**src/rtl/nfr_pkg.sv**
```systemverilog
package nfr_pkg;

    typedef enum logic [3:0] {
        S_INIT_GUARD,
        S_IDLE,
        S_PRE_GUARD,
        S_CE_ON,
        S_WR_LO,
        S_WR_DAT,
        S_WR_HI,
        S_WR_GAP,
        S_BUSY,
        S_RD_WAIT,
        S_RD_LO,
        S_RD_HI,
        S_RD_TURN,
        S_CE_OFF,
        S_INIT_OFF
    } seq_state_e;

    typedef enum logic [1:0] {
        W_RESET,
        W_PRE,
        W_ADDR,
        W_POST
    } wr_kind_e;

    localparam int MAX_ADDR_CYC = 4;

    typedef logic [MAX_ADDR_CYC-1:0][7:0] addr_bytes_t;

    function automatic int max4(input int a, input int b, input int c, input int d);
        int m;
        m = a;
        if (b > m) m = b;
        if (c > m) m = c;
        if (d > m) m = d;
        return m;
    endfunction

    function automatic logic [31:0] reverse_bytes(input logic [31:0] v);
        return {v[7:0], v[15:8], v[23:16], v[31:24]};
    endfunction

    // Byte carried by address cycle idx; the second cycle is a nibble only.
    function automatic logic [7:0] cycle_byte(input logic [31:0] a, input logic [1:0] idx);
        logic [7:0] r;
        case (idx)
            2'd0:    r = a[7:0];
            2'd1:    r = {4'h0, a[11:8]};
            2'd2:    r = a[23:16];
            default: r = a[31:24];
        endcase
        return r;
    endfunction

endpackage

```
**src/rtl/nfr_addr.sv**
```systemverilog
module nfr_addr
    import nfr_pkg::*;
#(
    parameter int BLK_W = 12,
    parameter int PG_W  = 8,
    parameter int COL_W = 12
) (
    input  logic [BLK_W-1:0] block,
    input  logic [PG_W-1:0]  page,
    input  logic [COL_W-1:0] col,
    input  logic [4:0]       blk_shift,
    input  logic [4:0]       page_shift,
    input  logic [4:0]       col_shift,
    input  logic             lsb_first,
    output addr_bytes_t      cyc_bytes
);
    logic [31:0] linear;
    logic [31:0] ordered;

    always_comb begin
        linear  = (32'(block) << blk_shift) + (32'(page) << page_shift) + (32'(col) << col_shift);
        ordered = lsb_first ? linear : reverse_bytes(linear);
    end

    for (genvar i = 0; i < MAX_ADDR_CYC; i++) begin : g_cyc
        assign cyc_bytes[i] = cycle_byte(ordered, 2'(i));
    end

endmodule

```
**src/rtl/nfr_timer.sv**
```systemverilog
module nfr_timer #(
    parameter int W       = 8,
    parameter int RST_CNT = 0
) (
    input  logic         clk,
    input  logic         rst,
    input  logic         load,
    input  logic [W-1:0] val,
    output logic         expired
);
    logic [W-1:0] cnt;

    always_ff @(posedge clk) begin
        if (rst)
            cnt <= W'(RST_CNT);
        else if (load)
            cnt <= val - W'(1);
        else if (cnt != '0)
            cnt <= cnt - W'(1);
    end

    assign expired = (cnt == '0);

endmodule

```
**src/rtl/nand_read_seq.sv**
```systemverilog
module nand_read_seq
    import nfr_pkg::*;
#(
    parameter int BLK_W       = 12,
    parameter int PG_W        = 8,
    parameter int COL_W       = 12,
    parameter int CNT_W       = 12,
    parameter int STD_DLY     = 4,
    parameter int GUARD5_DLY  = 20,
    parameter int GUARD10_DLY = 40,
    parameter int BUSY_DLY    = 20000
) (
    input  logic             clk,
    input  logic             rst,
    input  logic [7:0]       cfg_reset_cmd,
    input  logic [7:0]       cfg_pre_cmd,
    input  logic [7:0]       cfg_post_cmd,
    input  logic             cfg_post_en,
    input  logic [2:0]       cfg_addr_cycles,
    input  logic             cfg_lsb_first,
    input  logic [4:0]       cfg_blk_shift,
    input  logic [4:0]       cfg_page_shift,
    input  logic [4:0]       cfg_col_shift,
    input  logic [BLK_W:0]   cfg_total_blocks,
    input  logic [PG_W:0]    cfg_block_pages,
    input  logic             req_valid,
    output logic             req_ready,
    input  logic [BLK_W-1:0] req_block,
    input  logic [PG_W-1:0]  req_page,
    input  logic [COL_W-1:0] req_col,
    input  logic [CNT_W-1:0] req_count,
    output logic             rsp_err,
    output logic             out_valid,
    input  logic             out_ready,
    output logic [7:0]       out_data,
    output logic             out_last,
    output logic             nand_ce_n,
    output logic             nand_cle,
    output logic             nand_ale,
    output logic             nand_we_n,
    output logic             nand_re_n,
    output logic             nand_dq_oe,
    output logic [7:0]       nand_dq_out,
    input  logic [7:0]       nand_dq_in
);
    localparam int MAX_D = max4(STD_DLY, GUARD5_DLY, GUARD10_DLY, BUSY_DLY);
    localparam int TMR_W = $clog2(MAX_D + 1);
    localparam logic [TMR_W-1:0] D_STD = TMR_W'(STD_DLY);
    localparam logic [TMR_W-1:0] D_G5  = TMR_W'(GUARD5_DLY);
    localparam logic [TMR_W-1:0] D_G10 = TMR_W'(GUARD10_DLY);
    localparam logic [TMR_W-1:0] D_BSY = TMR_W'(BUSY_DLY);

    seq_state_e       state, state_n;
    wr_kind_e         kind, kind_n;
    logic [1:0]       cyc_idx, cyc_idx_n;
    logic [1:0]       cyc_last;
    logic             post_en_r;
    addr_bytes_t      abytes, abytes_new;
    logic [CNT_W-1:0] remaining;
    logic [7:0]       wr_byte;
    logic             t_exp, t_load;
    logic [TMR_W-1:0] t_val;
    logic             req_bad, accept, capture;
    logic             out_valid_r, out_last_r, err_r;
    logic [7:0]       out_data_r, dq_out_r;

    nfr_addr #(.BLK_W(BLK_W), .PG_W(PG_W), .COL_W(COL_W)) u_addr (
        .block      (req_block),
        .page       (req_page),
        .col        (req_col),
        .blk_shift  (cfg_blk_shift),
        .page_shift (cfg_page_shift),
        .col_shift  (cfg_col_shift),
        .lsb_first  (cfg_lsb_first),
        .cyc_bytes  (abytes_new)
    );

    nfr_timer #(.W(TMR_W), .RST_CNT(GUARD10_DLY - 1)) u_tmr (
        .clk     (clk),
        .rst     (rst),
        .load    (t_load),
        .val     (t_val),
        .expired (t_exp)
    );

    assign req_ready = (state == S_IDLE);
    assign req_bad   = ({1'b0, req_block} >= cfg_total_blocks)
                     || ({1'b0, req_page} >= cfg_block_pages)
                     || (cfg_addr_cycles == 3'd0)
                     || (cfg_addr_cycles > 3'd4)
                     || (req_count == '0);
    assign accept    = req_ready && req_valid;
    assign capture   = (state == S_RD_LO) && t_exp;

    always_comb begin
        case (kind)
            W_RESET: wr_byte = cfg_reset_cmd;
            W_PRE:   wr_byte = cfg_pre_cmd;
            W_POST:  wr_byte = cfg_post_cmd;
            default: wr_byte = abytes[cyc_idx];
        endcase
    end

    always_comb begin
        state_n   = state;
        kind_n    = kind;
        cyc_idx_n = cyc_idx;
        t_load    = 1'b0;
        t_val     = D_STD;
        case (state)
            S_INIT_GUARD: if (t_exp) begin
                state_n = S_CE_ON; kind_n = W_RESET; t_load = 1'b1; t_val = D_G5;
            end
            S_IDLE: if (req_valid && !req_bad) begin
                state_n = S_PRE_GUARD; t_load = 1'b1; t_val = D_G10;
            end
            S_PRE_GUARD: if (t_exp) begin
                state_n = S_CE_ON; kind_n = W_PRE; t_load = 1'b1; t_val = D_G5;
            end
            S_CE_ON:  if (t_exp) begin state_n = S_WR_LO;  t_load = 1'b1; end
            S_WR_LO:  if (t_exp) begin state_n = S_WR_DAT; t_load = 1'b1; end
            S_WR_DAT: if (t_exp) begin state_n = S_WR_HI;  t_load = 1'b1; end
            S_WR_HI: if (t_exp) begin
                t_load = 1'b1;
                if (kind == W_RESET) begin
                    state_n = S_INIT_OFF; t_val = D_BSY;
                end else begin
                    state_n = S_WR_GAP;
                end
            end
            S_WR_GAP: if (t_exp) begin
                t_load = 1'b1;
                if (kind == W_PRE) begin
                    state_n = S_WR_LO; kind_n = W_ADDR; cyc_idx_n = 2'd0;
                end else if (kind == W_ADDR && cyc_idx != cyc_last) begin
                    state_n = S_WR_LO; cyc_idx_n = cyc_idx + 2'd1;
                end else if (kind == W_ADDR && post_en_r) begin
                    state_n = S_WR_LO; kind_n = W_POST;
                end else begin
                    state_n = S_BUSY; t_val = D_BSY;
                end
            end
            S_BUSY:    if (t_exp) state_n = S_RD_WAIT;
            S_RD_WAIT: if (!out_valid_r) begin state_n = S_RD_LO; t_load = 1'b1; end
            S_RD_LO:   if (t_exp) begin state_n = S_RD_HI;   t_load = 1'b1; end
            S_RD_HI:   if (t_exp) begin state_n = S_RD_TURN; t_load = 1'b1; end
            S_RD_TURN: if (t_exp) begin
                if (remaining == '0) begin
                    state_n = S_CE_OFF; t_load = 1'b1; t_val = D_G5;
                end else begin
                    state_n = S_RD_WAIT;
                end
            end
            S_CE_OFF:   if (t_exp) state_n = S_IDLE;
            S_INIT_OFF: if (t_exp) state_n = S_IDLE;
            default:    state_n = S_IDLE;
        endcase
    end

    always_ff @(posedge clk) begin
        if (rst) begin
            state     <= S_INIT_GUARD;
            kind      <= W_RESET;
            cyc_idx   <= 2'd0;
            cyc_last  <= 2'd0;
            post_en_r <= 1'b0;
            abytes    <= '0;
            remaining <= '0;
            dq_out_r  <= 8'h00;
            err_r     <= 1'b0;
        end else begin
            state   <= state_n;
            kind    <= kind_n;
            cyc_idx <= cyc_idx_n;
            err_r   <= accept && req_bad;
            if (accept && !req_bad) begin
                abytes    <= abytes_new;
                cyc_last  <= cfg_addr_cycles[1:0] - 2'd1;
                post_en_r <= cfg_post_en;
                remaining <= req_count;
            end else if (capture) begin
                remaining <= remaining - CNT_W'(1);
            end
            if (state == S_WR_LO && t_exp)
                dq_out_r <= wr_byte;
        end
    end

    always_ff @(posedge clk) begin
        if (rst) begin
            out_valid_r <= 1'b0;
            out_last_r  <= 1'b0;
            out_data_r  <= 8'h00;
        end else if (capture) begin
            out_valid_r <= 1'b1;
            out_last_r  <= (remaining == CNT_W'(1));
            out_data_r  <= nand_dq_in;
        end else if (out_valid_r && out_ready) begin
            out_valid_r <= 1'b0;
            out_last_r  <= 1'b0;
        end
    end

    // Bus pins are decoded from registered state only.
    always_comb begin
        nand_ce_n  = 1'b1;
        nand_cle   = 1'b0;
        nand_ale   = 1'b0;
        nand_we_n  = 1'b1;
        nand_re_n  = 1'b1;
        nand_dq_oe = 1'b1;
        case (state)
            S_CE_ON, S_WR_GAP, S_BUSY, S_RD_WAIT, S_RD_TURN: nand_ce_n = 1'b0;
            S_WR_LO, S_WR_DAT, S_WR_HI: begin
                nand_ce_n = 1'b0;
                nand_we_n = (state == S_WR_HI);
                nand_cle  = (kind != W_ADDR);
                nand_ale  = (kind == W_ADDR);
            end
            S_RD_LO: begin
                nand_ce_n  = 1'b0;
                nand_re_n  = 1'b0;
                nand_dq_oe = 1'b0;
            end
            S_RD_HI: begin
                nand_ce_n  = 1'b0;
                nand_dq_oe = 1'b0;
            end
            default: ;
        endcase
    end

    assign nand_dq_out = dq_out_r;
    assign out_valid   = out_valid_r;
    assign out_last    = out_last_r;
    assign out_data    = out_data_r;
    assign rsp_err     = err_r;

endmodule

```
**config.mk**
```make
export PLATFORM = sky130hd
export DESIGN_NAME = nand_read_seq
export DESIGN_NICKNAME = d
export VERILOG_FILES = /design/src/rtl/nfr_pkg.sv /design/src/rtl/nfr_addr.sv /design/src/rtl/nfr_timer.sv /design/src/rtl/nand_read_seq.sv
export SDC_FILE = /design/constraint.sdc
export NUM_CORES = 1
export LEC_CHECK = 0
export ABC_AREA = 1
export BUFFER_PORTS_ARGS = -buffer_cell sky130_fd_sc_hd__clkbuf_2
export CAP_MARGIN = 20
export CORE_MARGIN = 2
export CORE_UTILIZATION = 60
export DETAILED_ROUTE_END_ITERATION = 6
export GPL_TIMING_DRIVEN = 0
export PLACE_DENSITY_LB_ADDON = 0.2
export SETUP_SLACK_MARGIN = 0.1
export SLEW_MARGIN = 0
export SYNTH_ARGS = -nofsm -noshare
export SYNTH_HDL_FRONTEND = slang
export SYNTH_SLANG_ARGS = --single-unit
```
**constraint.sdc**
```tcl
create_clock -name clk -period 13.3 [get_ports clk]
set_clock_uncertainty 0.15 [all_clocks]
set_input_delay 2.66 -clock clk [delete_from_list [all_inputs] [get_ports clk]]
set_output_delay 2.66 -clock clk [all_outputs]
set_load 0.01 [all_outputs]
```
==> flow_summary.ini <==
[floorplanning]
dieArea_mm2 = 0.0181
fp-row-count = 47
ios = 148
core_mm2 = 0.0166
die_h_um = 134
start_util_pct = 61.5
die_w_um = 134

[critical_path]
worstSetupPathType = input port to register
cp-endpoint = abytes[1]
end_kind = register
startpoint = cfg_col_shift[0]
arrival_ns = 6.72
r2r-start = u_tmr.cnt[13]
crit_path_start_kind = input port
critPathMaxFanout = 10
rr_worst_depth = 17
critPathRequiredTime_ns = 13.38
r2r_setup_slack_ns = 10.58
timing.rr.end = u_tmr.cnt[10]

[logic_synthesis]
synth.top_cell.area_share_pct = 16.9
synth_edf_count = 0
synth_area_mm2 = 0.0102
yosysMostFrequentCell = nand2_1
synth-compound-area-share_pct = 21.3
synthXorXnorAreaFrac_pct = 2.49
synth_cells = 1704
ys_ff_latch = 85
yosys_warnings = 0
synth_commonest_cells = nand2_1, inv_1, o21ai_0
synth_area_leader_cell = nand2_1
yosys.area_share.simple_pct = 33.8
synth_top_family_by_area = simple AND/OR/NAND/NOR gates
synth.avg_cell_area_um2 = 5.99
netlist-cell-type-count = 61
yosysSeqAreaShare_pct = 16.7
yosys_most_used_dff = dfxtp_1
synthArstFlopShare_pct = 0
synth.net_count = 1912
synth.area.top_cells = nand2_1, dfxtp_1, inv_1
yosys.area_share.adder_pct = 12.9
synthMuxAreaShare_pct = 0.785

[pwr]
power_density_mw_per_mm2 = 74.6
p_leak_uw = 0.00577
max-vdd-ir-drop_v = 0.0000617

[cts]
clock-sinks = 85
h-tree-depth = 3
ctsHoldBuffers = 0
cts_root_buf = clkbuf_16
cts_resized = 0
clkLatencyLatePin_ns = 0.34
cts_tree = done
clk_pin_slew_worst_paths_ns = 0.07
clockBufferDepth = 2
postCtsSetupRepairBufs = 0
numCtsBuffers = 9

[placement]
pre_cts_ws_ns = 6.43
globalplace.congestion = 1.02
dp_hpwl_um = 27000
io_buffers = 141

[detailed_routing]
drt_wl_total_um = 32800
drtIter0Drc = 1406
remaining_drc_errors = 0
viasPerCell = 5.70
routedWlPerCell_um = 15.8
vias = 11860
dr.pass1.iters = 6
antenna_left = 0

[status]
status = complete, no violations

[sta]
slew_violations = 0
fin_ws_ns = 6.66
timing.hold.ws_ns = 0.316
period_minus_slack_ns = 6.64
max_freq_mhz = 151
setup_viol = 0
rsz0062_at_grt = no
fin_crit_sh_pct = 49.9
slew_headroom_pct = 51.9
finalSetupTns_ns = 0
finalHoldViolCount = 0
tightest_slew_ns = 0.722

[global_route]
track_usage_pct = 35.9
antenna_found_initial = 0
grt_pass1_vias = 10747
grt_overflow_total = 0
grt_pass1_wl_um = 52400
grt_max_degree = 16

[cells_and_area]
synthToLayoutAreaGrowth_pct = 12.3
multiInputGateArea_mm2 = 0.00727
fin_nets = 2064
num_antenna_cells = 0
seqCellArea_mm2 = 0.00170
fillCellCount = 1594
drive_above_1_share_pct = 13.2

[run]
max-cap-violations = 0

[worst_hold_path]
timing.hold.worst.class = register to register
-- cell usage in the layout (no fill, tap or decap), types with 5 or more instances in the layout --
cell / instances
buf_2: 9
clkbuf_1: 49
a21oi_1: 130
nor2_1: 144
nor2_2: 9
inv_1: 219
a21o_1: 7
nor2_4: 5
a211oi_1: 6
nand2_2: 11
nand4_1: 8
a21boi_0: 5
mux2i_1: 8
o22ai_1: 7
and2_1: 6
nand2_1: 459
a22o_1: 5
nor3_1: 13
o21ai_0: 145
nand3_1: 117
fa_1: 32
xnor2_1: 16
xor2_1: 13
clkbuf_16: 9
o21a_1: 6
clkbuf_2: 143
buf_1: 5
a31oi_1: 21
or2_2: 9
inv_2: 20
ha_1: 54
dfxtp_1: 85
nand3_2: 7
a221oi_1: 9
o21ai_1: 7
-- worst min-delay path by stage --
| stage | start | endpoint | cells after the start |
|---|---|---|---|
| after CTS | abytes[5] | abytes[5] | 2 |
| after floorplan | abytes[30] | abytes[30] | 2 |
| final | out_data[5] | out_data[5] | 2 |
| after global routing | out_data[7] | out_data[7] | 2 |
| after detailed placement | abytes[5] | abytes[5] | 2 |
| after global placement | out_last | out_last | 2 |
-- metal layers --
layer	GRT usage, %	routed length [µm]	vias up
li1	-	-	5849
met1	47.3	13800	5405
met2	60.1	15100	540
met3	8.77	3250	66
met4	6.67	605	0
met5	0	0	-
-- area by class of cell --
class,count,share of cell area [%]
Multi-Input combinational cell,1307,63.5
Buffer,70,2.74
Timing Repair Buffer,141,6.16
Clock inverter,6,0.426
Clock buffer,10,2.00
Inverter,242,7.93
Tap cell,220,2.40
Sequential cell,85,14.9
-- critical path, stage by stage --
cell and delay, ns:
clkbuf_2 0.15, clkbuf_1 0.37, nand2_1 0.10, nand2_1 0.07
inv_1 0.05, nand2_1 0.04, o21ai_0 0.10, nand2_1 0.09
o21ai_0 0.11, inv_1 0.11, nand2_1 0.06, o21ai_0 0.14
nand2_1 0.18, fa_1 0.54, inv_1 0.04, ha_1 0.35
a21oi_1 0.19, a21boi_0 0.33, o21ai_0 0.18, nand2_1 0.09
nand3_1 0.12, xnor2_1 0.32, o21ai_0 0.16, o211a_1 0.14
-- cells by family after synthesis --
group / after synthesis
fa+ha+maj: 86
buf+inv: 312
mux: 8
xor+xnor: 29
flops: 85
simple gates: 804
compound gates: 380
-- through the flow --
| step | util, % | total power, µW | area, µm² | std cells |
|---|---|---|---|---|
| finish | 69.1 | 855 | 11500 | 2081 |
| floorplan | - | 504 | 10200 | 1704 |
| global route | 69.1 | 904 | 11500 | 2081 |
| global placement | 67.4 | 603 | 11200 | 2065 |
| CTS | 69.1 | 845 | 11500 | 2081 |
| detailed placement | 67.4 | 607 | 11200 | 2065 |
-- state kept, by name, indices dropped and copies added, names as in the netlist --
name and count:
abytes 28, u_tmr.cnt 15, remaining 12, nand_dq_out 8, out_data 8, state 4
cyc_idx 2, cyc_last 2, kind 2, out_last 1, out_valid 1, post_en_r 1
rsp_err 1
-- power breakdown --
group / leakage, µW / total (µW) / internal (µW) / switching [µW]
clock: 0.000131 / 241 / 128 / 113
combinational: 0.00496 / 351 / 119 / 232
sequential: 0.000686 / 262 / 259 / 3.32
total: 0.00577 / 855 / 506 / 348
No activity file was read; power rests on OpenSTA's default activity.
